<file path="config.mk">
export PLATFORM = sky130hd
export DESIGN_NAME = ra_mode_ctrl
export DESIGN_NICKNAME = d
export VERILOG_FILES = /design/src/rtl/ra_ctrl_pkg.sv /design/src/rtl/ra_entry_detect.sv /design/src/rtl/ra_ckpt_store.sv /design/src/rtl/ra_exit_seq.sv /design/src/rtl/ra_mode_ctrl.sv
export SDC_FILE = /design/constraint.sdc
export NUM_CORES = 1
export LEC_CHECK = 0
export CAP_MARGIN = 20
export CORE_AREA = 2 2 377 379
export DETAILED_ROUTE_END_ITERATION = 6
export DIE_AREA = 0 0 379 381
export GPL_ROUTABILITY_DRIVEN = 0
export GPL_TIMING_DRIVEN = 0
export MAX_ROUTING_LAYER = met4
export SYNTH_ARGS = -nofsm -noshare
export SYNTH_HDL_FRONTEND = slang
export SYNTH_SLANG_ARGS = --single-unit
</file>
<file path="constraint.sdc">
create_clock -name clk -period 1.6 [get_ports clk]
set_input_delay 0.32 -clock clk [delete_from_list [all_inputs] [get_ports clk]]
set_output_delay 0.32 -clock clk [all_outputs]
set_load 0.01 [all_outputs]
</file>
<file path="src/rtl/ra_ctrl_pkg.sv">
package ra_ctrl_pkg;
  typedef enum logic [2:0] {
    RA_NORMAL  = 3'd0,
    RA_RUN     = 3'd1,
    RA_FLUSH   = 3'd2,
    RA_RESTORE = 3'd3,
    RA_REDIR   = 3'd4
  } ra_state_e;
endpackage

</file>
<file path="src/rtl/ra_entry_detect.sv">
module ra_entry_detect (
  input  logic clk,
  input  logic rst_n,
  input  logic in_runahead,
  input  logic head_valid,
  input  logic head_is_load,
  input  logic head_l2_miss,
  output logic enter
);
  // Entry qualifies only on an L2-missing load at the head, and only in normal mode.
  always_comb enter = !in_runahead && head_valid && head_is_load && head_l2_miss;

  // after an entry the block is in runahead mode.
  p_enter_mode_r1: assert property (@(posedge clk) disable iff (!rst_n)
    enter |=> in_runahead);
endmodule

</file>
<file path="src/rtl/ra_ckpt_store.sv">
module ra_ckpt_store #(
  parameter int PC_W   = 32,
  parameter int ADDR_W = 32,
  parameter int TAG_W  = 6,
  parameter int SNAP_W = 400
) (
  input  logic              clk,
  input  logic              rst_n,
  input  logic              save,
  input  logic              release_i,
  input  logic [PC_W-1:0]   pc_in,
  input  logic [ADDR_W-1:0] addr_in,
  input  logic [TAG_W-1:0]  tag_in,
  input  logic [SNAP_W-1:0] snap_in,
  output logic              valid,
  output logic [PC_W-1:0]   rec_pc,
  output logic [ADDR_W-1:0] rec_addr,
  output logic [TAG_W-1:0]  rec_tag,
  output logic [SNAP_W-1:0] rec_snap
);
  always_ff @(posedge clk) begin
    if (!rst_n) begin
      valid    <= 1'b0;
      rec_pc   <= '0;
      rec_addr <= '0;
      rec_tag  <= '0;
      rec_snap <= '0;
    end else if (save) begin
      valid    <= 1'b1;
      rec_pc   <= pc_in;
      rec_addr <= addr_in;
      rec_tag  <= tag_in;
      rec_snap <= snap_in;
    end else if (release_i) begin
      valid <= 1'b0;
    end
  end

  // a save leaves a valid checkpoint holding the captured snapshot.
  p_ckpt_set_r3: assert property (@(posedge clk) disable iff (!rst_n)
    save |=> valid && rec_snap == $past(snap_in));
  // the recorded address is the one seen in the save cycle.
  p_addr_rec_r4: assert property (@(posedge clk) disable iff (!rst_n)
    save |=> rec_addr == $past(addr_in));
  // a release drops the checkpoint.
  p_ckpt_clear_r3: assert property (@(posedge clk) disable iff (!rst_n)
    release_i && !save |=> !valid);
endmodule

</file>
<file path="src/rtl/ra_exit_seq.sv">
module ra_exit_seq
  import ra_ctrl_pkg::*;
#(
  parameter int TAG_W = 6
) (
  input  logic             clk,
  input  logic             rst_n,
  input  logic             enter,
  input  logic             fill_valid,
  input  logic [TAG_W-1:0] fill_tag,
  input  logic [TAG_W-1:0] rec_tag,
  output logic             mode,
  output logic             flush,
  output logic             restore,
  output logic             redirect
);
  ra_state_e state, state_nx;
  logic      hit;

  always_comb hit = fill_valid && (fill_tag == rec_tag);

  always_comb begin
    state_nx = state;
    unique case (state)
      RA_NORMAL:  if (enter) state_nx = RA_RUN;
      RA_RUN:     if (hit) state_nx = RA_FLUSH;
      RA_FLUSH:   state_nx = RA_RESTORE;
      RA_RESTORE: state_nx = RA_REDIR;
      RA_REDIR:   state_nx = RA_NORMAL;
      default:    state_nx = RA_NORMAL;
    endcase
  end

  always_ff @(posedge clk) begin
    if (!rst_n) state <= RA_NORMAL;
    else        state <= state_nx;
  end

  always_comb begin
    mode     = (state != RA_NORMAL);
    flush    = (state == RA_FLUSH);
    restore  = (state == RA_RESTORE);
    redirect = (state == RA_REDIR);
  end

  // with no fill, runahead is held.
  p_hold_nofill_r5: assert property (@(posedge clk) disable iff (!rst_n)
    (state == RA_RUN && !fill_valid) |=> state == RA_RUN);
  // a fill with the wrong tag is ignored.
  p_ignore_tag_r5: assert property (@(posedge clk) disable iff (!rst_n)
    (state == RA_RUN && fill_valid && fill_tag != rec_tag) |=> state == RA_RUN);
  // the flush lasts one cycle and is followed by the restore.
  p_flush_once_r6: assert property (@(posedge clk) disable iff (!rst_n)
    flush |=> !flush && restore);
  // the restore is followed by the redirect.
  p_redirect_r8: assert property (@(posedge clk) disable iff (!rst_n)
    restore |=> redirect);
  // the mode drops right after the redirect.
  p_mode_drop_r9: assert property (@(posedge clk) disable iff (!rst_n)
    redirect |=> !mode);
  // runahead mode never returns to normal mode except through the redirect.
  p_no_reentry_r10: assert property (@(posedge clk) disable iff (!rst_n)
    (mode && !redirect) |=> mode);
endmodule

</file>
<file path="src/rtl/ra_mode_ctrl.sv">
module ra_mode_ctrl #(
  parameter int PC_W      = 32,
  parameter int ADDR_W    = 32,
  parameter int TAG_W     = 6,
  parameter int RIDX_W    = 5,
  parameter int NREGS     = 8,
  parameter int DATA_W    = 32,
  parameter int GHR_W     = 16,
  parameter int RAS_DEPTH = 4
) (
  input  logic                      clk,
  input  logic                      rst_n,
  input  logic                      head_valid,
  input  logic                      head_is_load,
  input  logic                      head_l2_miss,
  input  logic [PC_W-1:0]           head_pc,
  input  logic [ADDR_W-1:0]         head_addr,
  input  logic [TAG_W-1:0]          head_tag,
  input  logic [RIDX_W-1:0]         head_dest,
  input  logic [NREGS*DATA_W-1:0]   arch_regs_in,
  input  logic [GHR_W-1:0]          ghr_in,
  input  logic [RAS_DEPTH*PC_W-1:0] ras_in,
  input  logic                      fill_valid,
  input  logic [TAG_W-1:0]          fill_tag,
  output logic                      head_pop,
  output logic                      dest_inv_valid,
  output logic [RIDX_W-1:0]         dest_inv_idx,
  output logic                      ckpt_save,
  output logic                      ckpt_valid,
  output logic                      runahead_mode,
  output logic [ADDR_W-1:0]         miss_addr,
  output logic                      flush_pipe,
  output logic                      clear_inv,
  output logic                      flush_ra_cache,
  output logic                      restore_valid,
  output logic [NREGS*DATA_W-1:0]   restore_regs,
  output logic [GHR_W-1:0]          restore_ghr,
  output logic [RAS_DEPTH*PC_W-1:0] restore_ras,
  output logic                      redirect_valid,
  output logic [PC_W-1:0]           redirect_pc
);
  localparam int REGS_W = NREGS * DATA_W;
  localparam int RAS_W  = RAS_DEPTH * PC_W;
  localparam int SNAP_W = REGS_W + GHR_W + RAS_W;

  logic              enter, mode, flush, restore, redirect;
  logic [TAG_W-1:0]  rec_tag;
  logic [SNAP_W-1:0] rec_snap;

  ra_entry_detect u_detect (
    .clk          (clk),
    .rst_n        (rst_n),
    .in_runahead  (mode),
    .head_valid   (head_valid),
    .head_is_load (head_is_load),
    .head_l2_miss (head_l2_miss),
    .enter        (enter)
  );

  ra_ckpt_store #(
    .PC_W   (PC_W),
    .ADDR_W (ADDR_W),
    .TAG_W  (TAG_W),
    .SNAP_W (SNAP_W)
  ) u_store (
    .clk       (clk),
    .rst_n     (rst_n),
    .save      (enter),
    .release_i (restore),
    .pc_in     (head_pc),
    .addr_in   (head_addr),
    .tag_in    (head_tag),
    .snap_in   ({arch_regs_in, ghr_in, ras_in}),
    .valid     (ckpt_valid),
    .rec_pc    (redirect_pc),
    .rec_addr  (miss_addr),
    .rec_tag   (rec_tag),
    .rec_snap  (rec_snap)
  );

  ra_exit_seq #(.TAG_W(TAG_W)) u_exit (
    .clk        (clk),
    .rst_n      (rst_n),
    .enter      (enter),
    .fill_valid (fill_valid),
    .fill_tag   (fill_tag),
    .rec_tag    (rec_tag),
    .mode       (mode),
    .flush      (flush),
    .restore    (restore),
    .redirect   (redirect)
  );

  always_comb begin
    head_pop       = enter;
    ckpt_save      = enter;
    dest_inv_valid = enter;
    dest_inv_idx   = head_dest;
    runahead_mode  = mode;
    flush_pipe     = flush;
    clear_inv      = flush;
    flush_ra_cache = flush;
    restore_valid  = restore;
    redirect_valid = redirect;
    restore_regs   = rec_snap[SNAP_W-1 -: REGS_W];
    restore_ghr    = rec_snap[RAS_W +: GHR_W];
    restore_ras    = rec_snap[RAS_W-1:0];
  end

  // the checkpoint is still held when it is restored.
  p_restore_ckpt_r7: assert property (@(posedge clk) disable iff (!rst_n)
    restore_valid |-> ckpt_valid);
  // no second checkpoint is taken while running ahead.
  p_single_episode_r10: assert property (@(posedge clk) disable iff (!rst_n)
    runahead_mode |-> !ckpt_save);
endmodule

</file>
## Yosys cells after proc, flatten, opt, wreduce, memory -nomap -nowiden

Cells that the tools add are included.

- Bitwise gates (word level): 0
- $add $sub $neg: 0
- Divide/modulo/power cells: 0
- Equal/unequal tests: 7
- Mux-type cells: 5
- Reduce and logical (&&, ||, !) cells: 9
- Multipliers: 0
- Shifts and indexed selects: 0
- Order comparisons: 0

Operator list:

| cell | count |
|---|---|
| one-hot mux 3 bit (4 select lines) | 1 |
| equality test 3 x 2 -> 1 bit (second input constant) | 2 |
| equality test 6 bit | 1 |
| 2-to-1 mux 3 bit | 2 |
| logical AND 1 bit | 4 |
| equality test 3 x 1 -> 1 bit (second input constant) | 1 |
| equality test 3 bit (second input constant) | 1 |
| zero test 3 bit | 1 |
| nonzero test 3 bit | 1 |
| 2-to-1 mux 1 bit | 2 |
| inequality test 2 x 1 -> 1 bit (second input constant) | 1 |
| inequality test 2 bit (second input constant) | 1 |
| AND reduction 2 bit | 1 |
| nonzero test 2 bit | 1 |
| zero test 1 bit | 1 |

- Bits in latches: 0
- Memories kept: 0
- Bits in read-only memories: 0
- Bits in registers: 474
- Output and inout bits: 479
- Bits in writable memories: 0

## Longest topological paths before layout

Gate-level depths: netlist of run 1.

- Depth in word-level cells: 7
- Depth in mapped cells: 9

## By module

A second synthesis of run 1 with hierarchy kept.

- Cell total of the unflattened synthesis: 1555
- Area total of the unflattened synthesis: 18099.9 um^2

Modules (own cells, without submodules):

| module | instances | cells an instance | seq. area each (um^2) | area each (um^2) |
|---|---|---|---|---|
| ra_ckpt_store | 1 | 1518 | 9429.0 | 17757.0 |
| ra_exit_seq | 1 | 27 | 60.1 | 265.3 |
| ra_mode_ctrl | 1 | 9 | 0.0 | 67.6 |
| ra_entry_detect | 1 | 1 | 0.0 | 10.0 |

## Worst setup path before layout of run 1

Ideal clock, no wire load.

- Kind: register -> output
- Start point: reg u_exit.state[2]
- End point: out dest_inv_valid
- Slack: -292 ps
- Cell stages (with the launch flop): 8
- Buffers on the path: 4
- Data required time: 1280 ps
- Data arrival time: 1572 ps
- Cells stage by stage: dfxtp_1 or3_1 or2_1 clkbuf_1 inv_2 buf_6 buf_4 buf_4

- Cells in the longest elaborated chain, start to end: 5

RTL lines:

| item | RTL line | text |
|---|---|---|
| from (decl) | ra_exit_seq.sv:17 | `ra_state_e state, state_nx;` |
| from (signal assigned) | ra_exit_seq.sv:36 | `else state <= state_nx;` |
| nonzero test 3 bit | ra_exit_seq.sv:40 | `mode = (state != RA_NORMAL);` |
| net runahead_mode | ra_mode_ctrl.sv:30 | `output logic runahead_mode,` |
| zero test 1 bit | ra_entry_detect.sv:11 | `always_comb enter = !in_runahead && head_valid && head_is_load && head_l2_miss;` |
| logical AND 1 bit (3 in series) | ra_entry_detect.sv:11 |  |
| to (decl) | ra_mode_ctrl.sv:26 | `output logic dest_inv_valid,` |

The timed path passes the listed nets, and every way through them passes these cells.

## Worst setup path in the final report of run 1

- Start point: reg u_exit.state[0]
- End point: out head_pop

- Cells in the longest elaborated chain, start to end: 5

RTL lines:

| item | RTL line | text |
|---|---|---|
| nonzero test 3 bit | ra_exit_seq.sv:40 |  |
| zero test 1 bit | ra_entry_detect.sv:11 |  |
| logical AND 1 bit (3 in series) | ra_entry_detect.sv:11 |  |
| to (decl) | ra_mode_ctrl.sv:25 | `output logic head_pop,` |

Every way passes these cells.

==> results of run 1 <==
==> per-layer routing <==
metal	wire length (um)	global-route usage, %	vias to the layer above
li1	-	-	8903
met4	3700	4.09	0
met5	0	-	-
met3	14600	6.54	135
met2	54500	25.7	825
met1	49000	19.6	8978
==> final cells by class <==
| cell class | count | share of cell area (%) |
|---|---|---|
| clock inverter | 24 | 0.780 |
| buffer | 163 | 4.30 |
| timing repair buffer | 1001 | 30.8 |
| multi-input combinational | 1435 | 23.1 |
| antenna | 62 | 0.465 |
| inverter | 2 | 0.0375 |
| clock buffer | 80 | 4.96 |
| tap | 1890 | 7.09 |
| sequential | 474 | 28.5 |
==> stage by stage <==
stage / TNS [ps] / instance area [sq um] / util, %
4_1_cts: -402620 / 32200 / 22.9
3_3_place_gp: -631410 / 29900 / 21.2
5_1_grt: -403770 / 33300 / 23.7
3_5_place_dp: -483000 / 29900 / 21.3
6_report: -331470 / 33300 / 23.7
2_1_floorplan: -43660 / 17900 / -
==> worst min-delay path by stage <==
| stage | startpoint | end | slack, ps | cells after the start |
|---|---|---|---|---|
| 2_1_floorplan | arch_regs_in[145] | u_store.rec_snap[289]$_SDFFE_PN0P_ | 450 | 2 |
| 3_3_place_gp | u_store.rec_snap[316]$_SDFFE_PN0P_ | u_store.rec_snap[316]$_SDFFE_PN0P_ | 440 | 2 |
| 3_5_place_dp | u_store.rec_snap[346]$_SDFFE_PN0P_ | u_store.rec_snap[346]$_SDFFE_PN0P_ | 440 | 2 |
| 4_1_cts | ras_in[125] | u_store.rec_snap[125]$_SDFFE_PN0P_ | 150 | 3 |
| 5_1_grt | head_pc[4] | u_store.rec_pc[4]$_SDFFE_PN0P_ | 190 | 3 |
| 6_report | ras_in[125] | u_store.rec_snap[125]$_SDFFE_PN0P_ | 200 | 3 |
==> critical path, cell delays in order, from the launching register on <==
cell and delay, ps:
dfxtp_2 330, or3_4 380, or2_4 280, inv_6 80, buf_12 100, buf_12 110, buf_6 100, buf_6 90
==> report_power, final <==
part	switching, mW	leakage (nW)	internal (mW)
clock network	5.76	0.936	7.86
logic	1.96	6.65	2.44
registers	0.233	3.85	12.2
==> sequential cells by signal, indices dropped and copies added (netlist names) <==
signal            flops
u_store.rec_addr     32
u_exit.state          3
u_store.valid         1
u_store.rec_tag       6
u_store.rec_pc       32
u_store.rec_snap    400
==> kinds of logic after synthesis <==
kind of cell	Yosys count	share of synthesized area (%)
and+or+nand+nor	955	20.4
AOI/OAI and AO/OA	474	20.1
DFF	474	53.1
buffers and inverters	169	6.05
xor gates and xnor gates	6	0.294
==> placed cells by master (no fill, tap or decap), types with 39 or more instances in the layout <==
cell type        synthesis  routed
buf_6                   27      47
clkbuf_16                0      70
buf_4                   49      48
nand2_1                932     878
a21boi_1                70     102
a21boi_0               390     329
clkdlybuf4s50_1          0     933
a21boi_2                10      39
dfxtp_1                474     470
clkbuf_1                72      69
diode_2                  0      62
nand2_2                 10      40
==> repair_timing <==
item | in CTS | in global routing
pin swaps | 2 | 33
endpoints found under the setup margin | 945 | 943
gates cloned | 1 | 11
gates resized for setup | 112 | 333
buffers inserted | 6 | 21
==> qor.csv, run 1 <==
metric,value,unit
outcome,"finished, violations left",
violations,negative setup slack,
crit_path_start,u_exit.state[0]$_SDFFE_PN0P_,
cellPowerDensity,913,mW/mm^2
setup_viol,925,
final_cells,5131,
register_area,0.00949,sq mm
yosys.area.top_type,dfxtp_1,
peakVddDrop,0.792,mV
end_kind,output port,
ys_top_cells_by_area,"dfxtp_1 53%, nand2_1 20%, a21boi_0 16%, a21boi_1 2.9%, buf_4 2.1%",
synth_edf_count,0,
worst_r2r_endpoint,u_store.rec_snap[357]$_SDFFE_PN0P_,
synthCells,2078,
area_growth,86.7,%
syn_nets,2565,
clkTransAtPathRegs,70,ps
core-area,0.141,sq mm
drv_cap,0,
crit_fanout,4,
start_util,12.7,%
slew_headroom,22.6,%
cts_buffers,57,
synth-seq-cells,474,
synth_common_cells,"932 x nand2_1, 474 x dfxtp_1, 390 x a21boi_0, 72 x clkbuf_1, 70 x a21boi_1",
grt_pass1_wl,157,mm
period_needed,2460,ps
power,30.5,mW
fillers,15394,
leakage,11.4,nW
grt_pass1_vias,17925,
cts_sinks,474,
cp-endpoint,head_pop,
drive_gt1_share,11.9,%
ys_warn_count,0,
hold_viol,0,
cts_root_buf,clkbuf_16,
drt_iter0_markers,1100,
wl_per_cell,23.7,um
drt_pass1_iterations,5,
synth_top_area_share,53.1,%
place_inst,4930,
slew_violations,0,
via_count,18841,
multiInputGateArea,0.00769,sq mm
holdWs,204,ps
die_area,0.144,sq mm
synthFlopType,dfxtp_1,
synth_most_common_cell,nand2_1,
ioPinCount,966,
worstReg2RegStart,u_exit.state[0]$_SDFFE_PN0P_,
rrSetupSlack,-620,ps
dp_slack,-1460,ps
cts_tree,yes,
syn_avg_cell_area,8.59,sq um
hpwl,102,mm
rows,138,
drc,0,
skew,52.3,ps
hold_class,in -> reg,
syn_area,0.0179,sq mm
fin_crit_sh,154,%
avgViaCountPerCell,3.67,
grt_antenna_before_repair,74,
synth_seq_area_share,53.1,%
fp.dieH,381,um
critical_path_class,reg -> out,
hold_buffers,0,
insertion_delay,670,ps
crit_required,1280,ps
io_buffers,959,
chipWidth,379,um
crit_path_start_kind,flip-flop,
worst_slack,-864,ps
reg2reg_depth,11,
tightest_slew,1160,ps
htree_levels,2,
crit_arrival,2140,ps
fmaxAchievable,0.406,GHz
nNetsFinal,3621,
rsz0062_at_grt,true,
clock_path_buffers,3,
async_reset_ff_share,0,%
grt_max_degree,15,
grt.total_usage,16.4,%
drt_wl_total,122,mm
ys_types,32,
drt.antenna.violating_nets,0,
grt-ovfl-total,0,
(Power assumes the default switching activity.)
==> run 2: changes to the inputs <==
REMOVE_ABC_BUFFERS = 1   (was unset)
TNS_END_PERCENT = 1   (was unset)
==> run 2 against run 1 <==
  * The flow still finishes with violations (negative setup slack)
  * Register-to-register slack got worse by 340 ps
  * Combinational power fell by 11%
  * Clock skew is 42 ps lower
  * Die area unchanged
  * Sequential share of layout area up 0.27 points
  * Hold slack worse by 72 ps
  * Clock-buffer cell count grew 16
  * Total power increased by 5.3%
  * Cell count fell by 2.9%
  * Sequential power hardly changed
  * Global-route usage decreased by 2.3 points
  * Via count is 3.3% lower
  * Critical path type is now reg -> reg
==> qor.csv, run 2 (synthesized netlist as in run 1, its figures left out) <==
metric,value,unit,change
outcome,"finished, violations left",,
violations,negative setup slack,,
clock_path_buffers,3,,unchanged
fillers,15368,,-0.17%
peakVddDrop,0.699,mV,-12%
drv_cap,0,,unchanged
end_kind,flip-flop,,
start_util,12.7,%,unchanged
tightest_slew,780,ps,-380 ps
ioPinCount,966,,unchanged
crit_required,2140,ps,+860 ps
drt_iter0_markers,1055,,-4.1%
cpMostUsedCell,buf_16,,
wl_per_cell,21.4,um,-9.7%
drc,0,,unchanged
drive_gt1_share,12.4,%,+0.47 points
die_area,0.144,sq mm,unchanged
io_buffers,955,,-0.42%
fin_crit_sh,160,%,+5.7 points
place_inst,4770,,-3.2%
worst_slack,-955,ps,-90.6 ps
crit_buf_inv,6,,+1
crit_path_start_kind,flip-flop,,
clkTransAtPathRegs,60,ps,about the same
hold_class,in -> reg,,
insertion_delay,630,ps,-40 ps
cellPowerDensity,967,mW/mm^2,+5.9%
hpwl,74.6,mm,-26%
slowest_stage,bufbuf_16,,
drt_wl_total,107,mm,-12%
rows,138,,unchanged
chipWidth,379,um,unchanged
via_count,18211,,-3.3%
grt-ovfl-total,0,,unchanged
fp.dieH,381,um,unchanged
cts_buffers,66,,+16%
core-area,0.141,sq mm,unchanged
critPathTopFamily,buffers and inverters,,
rsz0062_at_grt,true,,
top_register,u_store.rec_snap,,
avgViaCountPerCell,3.66,,-0.41%
postLayoutCellArea,0.0331,sq mm,-0.62%
period_needed,2560,ps,+90.6 ps
nNetsFinal,3484,,-3.8%
grt_pass1_wl,139,mm,-11%
cts_sinks,474,,unchanged
htree_levels,3,,+1
final_common_cell,nand2_1,,
critPathMaxStageDelay,390,ps,about the same
final_cells,4980,,-2.9%
reg_top3,"u_store.rec_snap (400), u_store.rec_addr (32), u_store.rec_pc (32)",,
slew_headroom,48.0,%,+25 points
critical_path_class,reg -> reg,,
largest_register_ffs,400,,unchanged
grt_max_degree,146,,+131
slew_violations,0,,unchanged
fmaxAchievable,0.391,GHz,-3.5%
grt_pass1_vias,17517,,-2.3%
power,32.1,mW,+5.3%
cts_tree,yes,,
placed_area,0.0291,sq mm,-2.8%
worstPathCellList,or3_4 -> or2_4 -> buf_16 -> buf_16 -> inv_16 -> buf_16 -> buf_6 -> bufbuf_16 -> nand2_1 -> a21boi_0,,
post-route-util,23.6,%,-0.15 points
area_growth,85.6,%,
drt.antenna.violating_nets,0,,unchanged
cts_root_buf,clkbuf_16,,
grt_antenna_before_repair,43,,-42%
crit_fanout,25,,+21
hold_buffers,0,,unchanged
grt.total_usage,14.1,%,-2.3 points
crit_arrival,3090,ps,+950 ps
final_cell_mix,"906 x nand2_1, 481 x clkdlybuf4s50_1, 463 x dfxtp_1, 354 x dlymetal6s2s_1, 244 x a21boi_0",,
hold_viol,0,,unchanged
setup_viol,481,,-48%
leakage,17.7,nW,+55%
drt_pass1_iterations,5,,unchanged
skew,10.8,ps,-41.5 ps
## run 2: where the power goes
part | internal (mW) | switching, mW | total (mW) | leakage (nW)
Sequential | 12.2 | 0.196 | 12.4 | 3.86
Clock | 9.58 | 6.18 | 15.8 | 1.13
Combinational | 2.17 | 1.74 | 3.91 | 12.7
## run 2: what timing repair did
item / in CTS / in global routing
setup endpoints to repair: 945 / 846
hold endpoints to repair: 0 / 0
pin swaps: 2 / 4
cloned: 15 / 7
setup buffers: 11 / 16
resized for setup: 591 / 610
## run 2: area by class of cell
cell class	instances	area (sq um)	share of cell area, %
Antenna cell	40	100	0.302
Inverter	2	26.3	0.0793
Timing Repair Buffer	1015	11200	33.8
Timing Repair inverter	2	41.3	0.125
Sequential cell	474	9530	28.7
Multi-Input combinational cell	1436	7550	22.8
Clock inverter	25	318	0.959
Tap cell	1890	2360	7.14
Clock buffer	96	2010	6.06
## run 2: per-layer routing
| layer | vias up | part of all wire [%] | track usage, % |
|---|---|---|---|
| met5 | - | 0 | - |
| met2 | 735 | 47 | 22.9 |
| met1 | 8735 | 42 | 16.4 |
| met4 | 0 | 2.8 | 3.87 |
| met3 | 141 | 8.8 | 5.19 |
| li1 | 8600 | - | - |
## run 2: worst paths after layout
path	startpoint	endpoint	slack [ps]	depth (start not counted)
setup reg to reg	u_exit.state[1]$_SDFFE_PN0P_	u_store.rec_snap[199]$_SDFFE_PN0P_	-960	10
hold / removal	rst_n	u_store.rec_pc[6]$_SDFFE_PN0P_	130	2
hold reg to reg	u_store.rec_snap[78]$_SDFFE_PN0P_	u_store.rec_snap[78]$_SDFFE_PN0P_	450	2
setup / recovery	u_exit.state[1]$_SDFFE_PN0P_	u_store.rec_snap[199]$_SDFFE_PN0P_	-960	10
## run 2: stage by stage
step / setup TNS, ps / hold slack (ps) / setup WS [ps]
6_report: -324560 / 132 / -955
2_1_floorplan: -8553280 / 447 / -18140
3_5_place_dp: -816020 / 444 / -2240
4_1_cts: -479100 / 54.9 / -989
3_3_place_gp: - / 440 / -46660
5_1_grt: -371270 / 119 / -1010
==> run 3: changes to the inputs <==
SKIP_CTS_REPAIR_TIMING = 1   (was unset)
==> run 3 against run 2 <==
  * The flow still finishes with violations (negative setup slack)
  * Critical path depth shrank 3
  * Utilization fell by 0.71 points
  * Via count fell by 2.2%
  * Combinational power decreased by 2%
  * Cell count fell by 0.22%
  * Die area stayed put
  * Routed wire length shrank 3.4%
  * Maximum frequency shrank 1.3%
  * Total power down 0.34%
  * Global-route usage is 0.96 points lower
  * Sequential power is essentially flat
  * Clock skew is 3.5 ps higher
  * Highest routed layer unchanged
==> qor.csv, run 3 (synthesized netlist as in run 1, its figures left out) <==
metric,value,unit,change
outcome,"finished, violations left",,
violations,negative setup slack,,
worst_slack,-989,ps,-34.0 ps
via_count,17814,,-2.2%
fmaxAchievable,0.386,GHz,-1.3%
grt.total_usage,13.2,%,-0.96 points
critical_path_class,reg -> out,,
top_register,u_store.rec_snap,,
hold_viol,0,,unchanged
crit_buf_inv,5,,-1
grt_max_degree,146,,unchanged
cts_buffers,66,,unchanged
drc,0,,unchanged
cts_tree,yes,,
reg2reg_depth,8,,-2
cellPowerDensity,994,mW/mm^2,+2.8%
grt_antenna_before_repair,43,,unchanged
min_from,rst_n,,
crit_arrival,2270,ps,-820 ps
crit_required,1280,ps,-860 ps
drt.antenna.violating_nets,0,,unchanged
drt_wl_total,103,mm,-3.4%
cpMostUsedCell,buf_16,,
die_area,0.144,sq mm,unchanged
drt_iter0_markers,967,,-8.3%
largest_register_ffs,400,,unchanged
cts_sinks,474,,unchanged
chipWidth,379,um,unchanged
grt_pass1_wl,131,mm,-5.9%
dp_slack,-2240,ps,unchanged
critPathMaxStageDelay,390,ps,about the same
rows,138,,unchanged
end_kind,output port,,
clock_path_buffers,3,,unchanged
rrSetupSlack,-970,ps,about the same
crit_fanout,6,,-76%
slew_headroom,48.7,%,+0.75 points
drt_pass1_iterations,5,,unchanged
hpwl,74.6,mm,unchanged
drive_gt1_share,11.6,%,-0.77 points
reg_top3,"u_store.rec_snap (400), u_store.rec_addr (32), u_store.rec_pc (32)",,
nNetsFinal,3472,,-0.34%
worstPathCellList,or3_4 -> or2_4 -> buf_16 -> buf_16 -> clkinv_16 -> buf_16 -> buf_6,,
tns,-368420,ps,"-43,860 ps"
leakage,13.1,nW,-26%
slowest_stage,or3_4,,
final_common_cell,nand2_1,,
core-area,0.141,sq mm,unchanged
insertion_delay,640,ps,about the same
grt_pass1_vias,17148,,-2.1%
final_cell_mix,"904 x nand2_1, 726 x clkdlybuf4s50_1, 465 x dfxtp_1, 245 x a21boi_0, 201 x a21boi_1",,
placed_area,0.0291,sq mm,unchanged
rsz0062_at_grt,true,,
power,31.9,mW,-0.34%
setup_viol,723,,+50%
io_buffers,955,,unchanged
critPathTopFamily,simple AND/OR/NAND/NOR gates,,
htree_levels,3,,unchanged
fp.dieH,381,um,unchanged
cts_root_buf,clkbuf_16,,
holdWs,124,ps,-7.52 ps
clkTransAtPathRegs,60,ps,about the same
worstReg2RegStart,u_exit.state[1]$_SDFFE_PN0P_,,
skew,14.2,ps,+3.46 ps
wl_per_cell,20.8,um,-3.2%
ioPinCount,966,,unchanged
start_util,12.7,%,unchanged
grt-ovfl-total,0,,unchanged
crit_path_start_kind,flip-flop,,
worst_r2r_endpoint,u_store.rec_snap[30]$_SDFFE_PN0P_,,
avgViaCountPerCell,3.59,,-2.0%
peakVddDrop,0.712,mV,+1.8%
postLayoutCellArea,0.0321,sq mm,-3.0%
slew_violations,0,,unchanged
period_needed,2590,ps,+34.0 ps
drv_cap,0,,unchanged
hold_class,in -> reg,,
fin_crit_sh,162,%,+2.1 points
area_growth,80.0,%,
tightest_slew,769,ps,-11.2 ps
min_path_cells,2,,unchanged
holdPathEnd,u_store.rec_pc[6]$_SDFFE_PN0P_,,
[run 3: through the flow]
stage | cells | util [%]
5_1_grt | 4966 | 22.9
6_report | 4969 | 22.9
4_1_cts | 4891 | 22.4
2_1_floorplan | 1911 | -
3_3_place_gp | 4756 | 20.4
3_5_place_dp | 4770 | 20.7
[run 3: how the worst max path moves through the flow]
stage	start	to	slack (ps)	cells past startpoint
after floorplan	u_exit.state[1]$_SDFFE_PN0P_	u_store.valid$_SDFFE_PN0P_	-18140	5
after global placement	head_is_load	ckpt_save	-46660	5
after detailed placement	head_is_load	u_store.rec_snap[39]$_SDFFE_PN0P_	-2240	10
after CTS	u_exit.state[2]$_SDFFE_PN0P_	head_pop	-2720	7
after global routing	u_exit.state[1]$_SDFFE_PN0P_	head_pop	-1080	7
final	u_exit.state[1]$_SDFFE_PN0P_	ckpt_save	-990	7
[run 3: final cells by class]
type	instances	area (sq um)
diodes	41	103
repair buffers	1003	10300
flip-flops and latches	474	9510
multi-input cells	1436	7490
inverters	2	33.8
well taps	1890	2360
clock inverters	25	318
repair inverters	2	32.5
clock buffers	96	2010
fillers	15447	108000
[run 3: routing by layer]
metal | GRT usage (%) | up-vias | share of wire, %
li1 | - | 8568 | -
met1 | 15.1 | 8426 | 41
met2 | 21.4 | 704 | 46
met3 | 5.04 | 116 | 9.4
met4 | 3.44 | 0 | 3.0
met5 | - | - | 0
[run 3: power breakdown]
part / switching, mW / internal [mW] / total, mW
combinational: 1.68 / 2.13 / 3.82
sequential: 0.204 / 12.2 / 12.4
clock: 6.15 / 9.57 / 15.7
total: 8.04 / 23.9 / 31.9
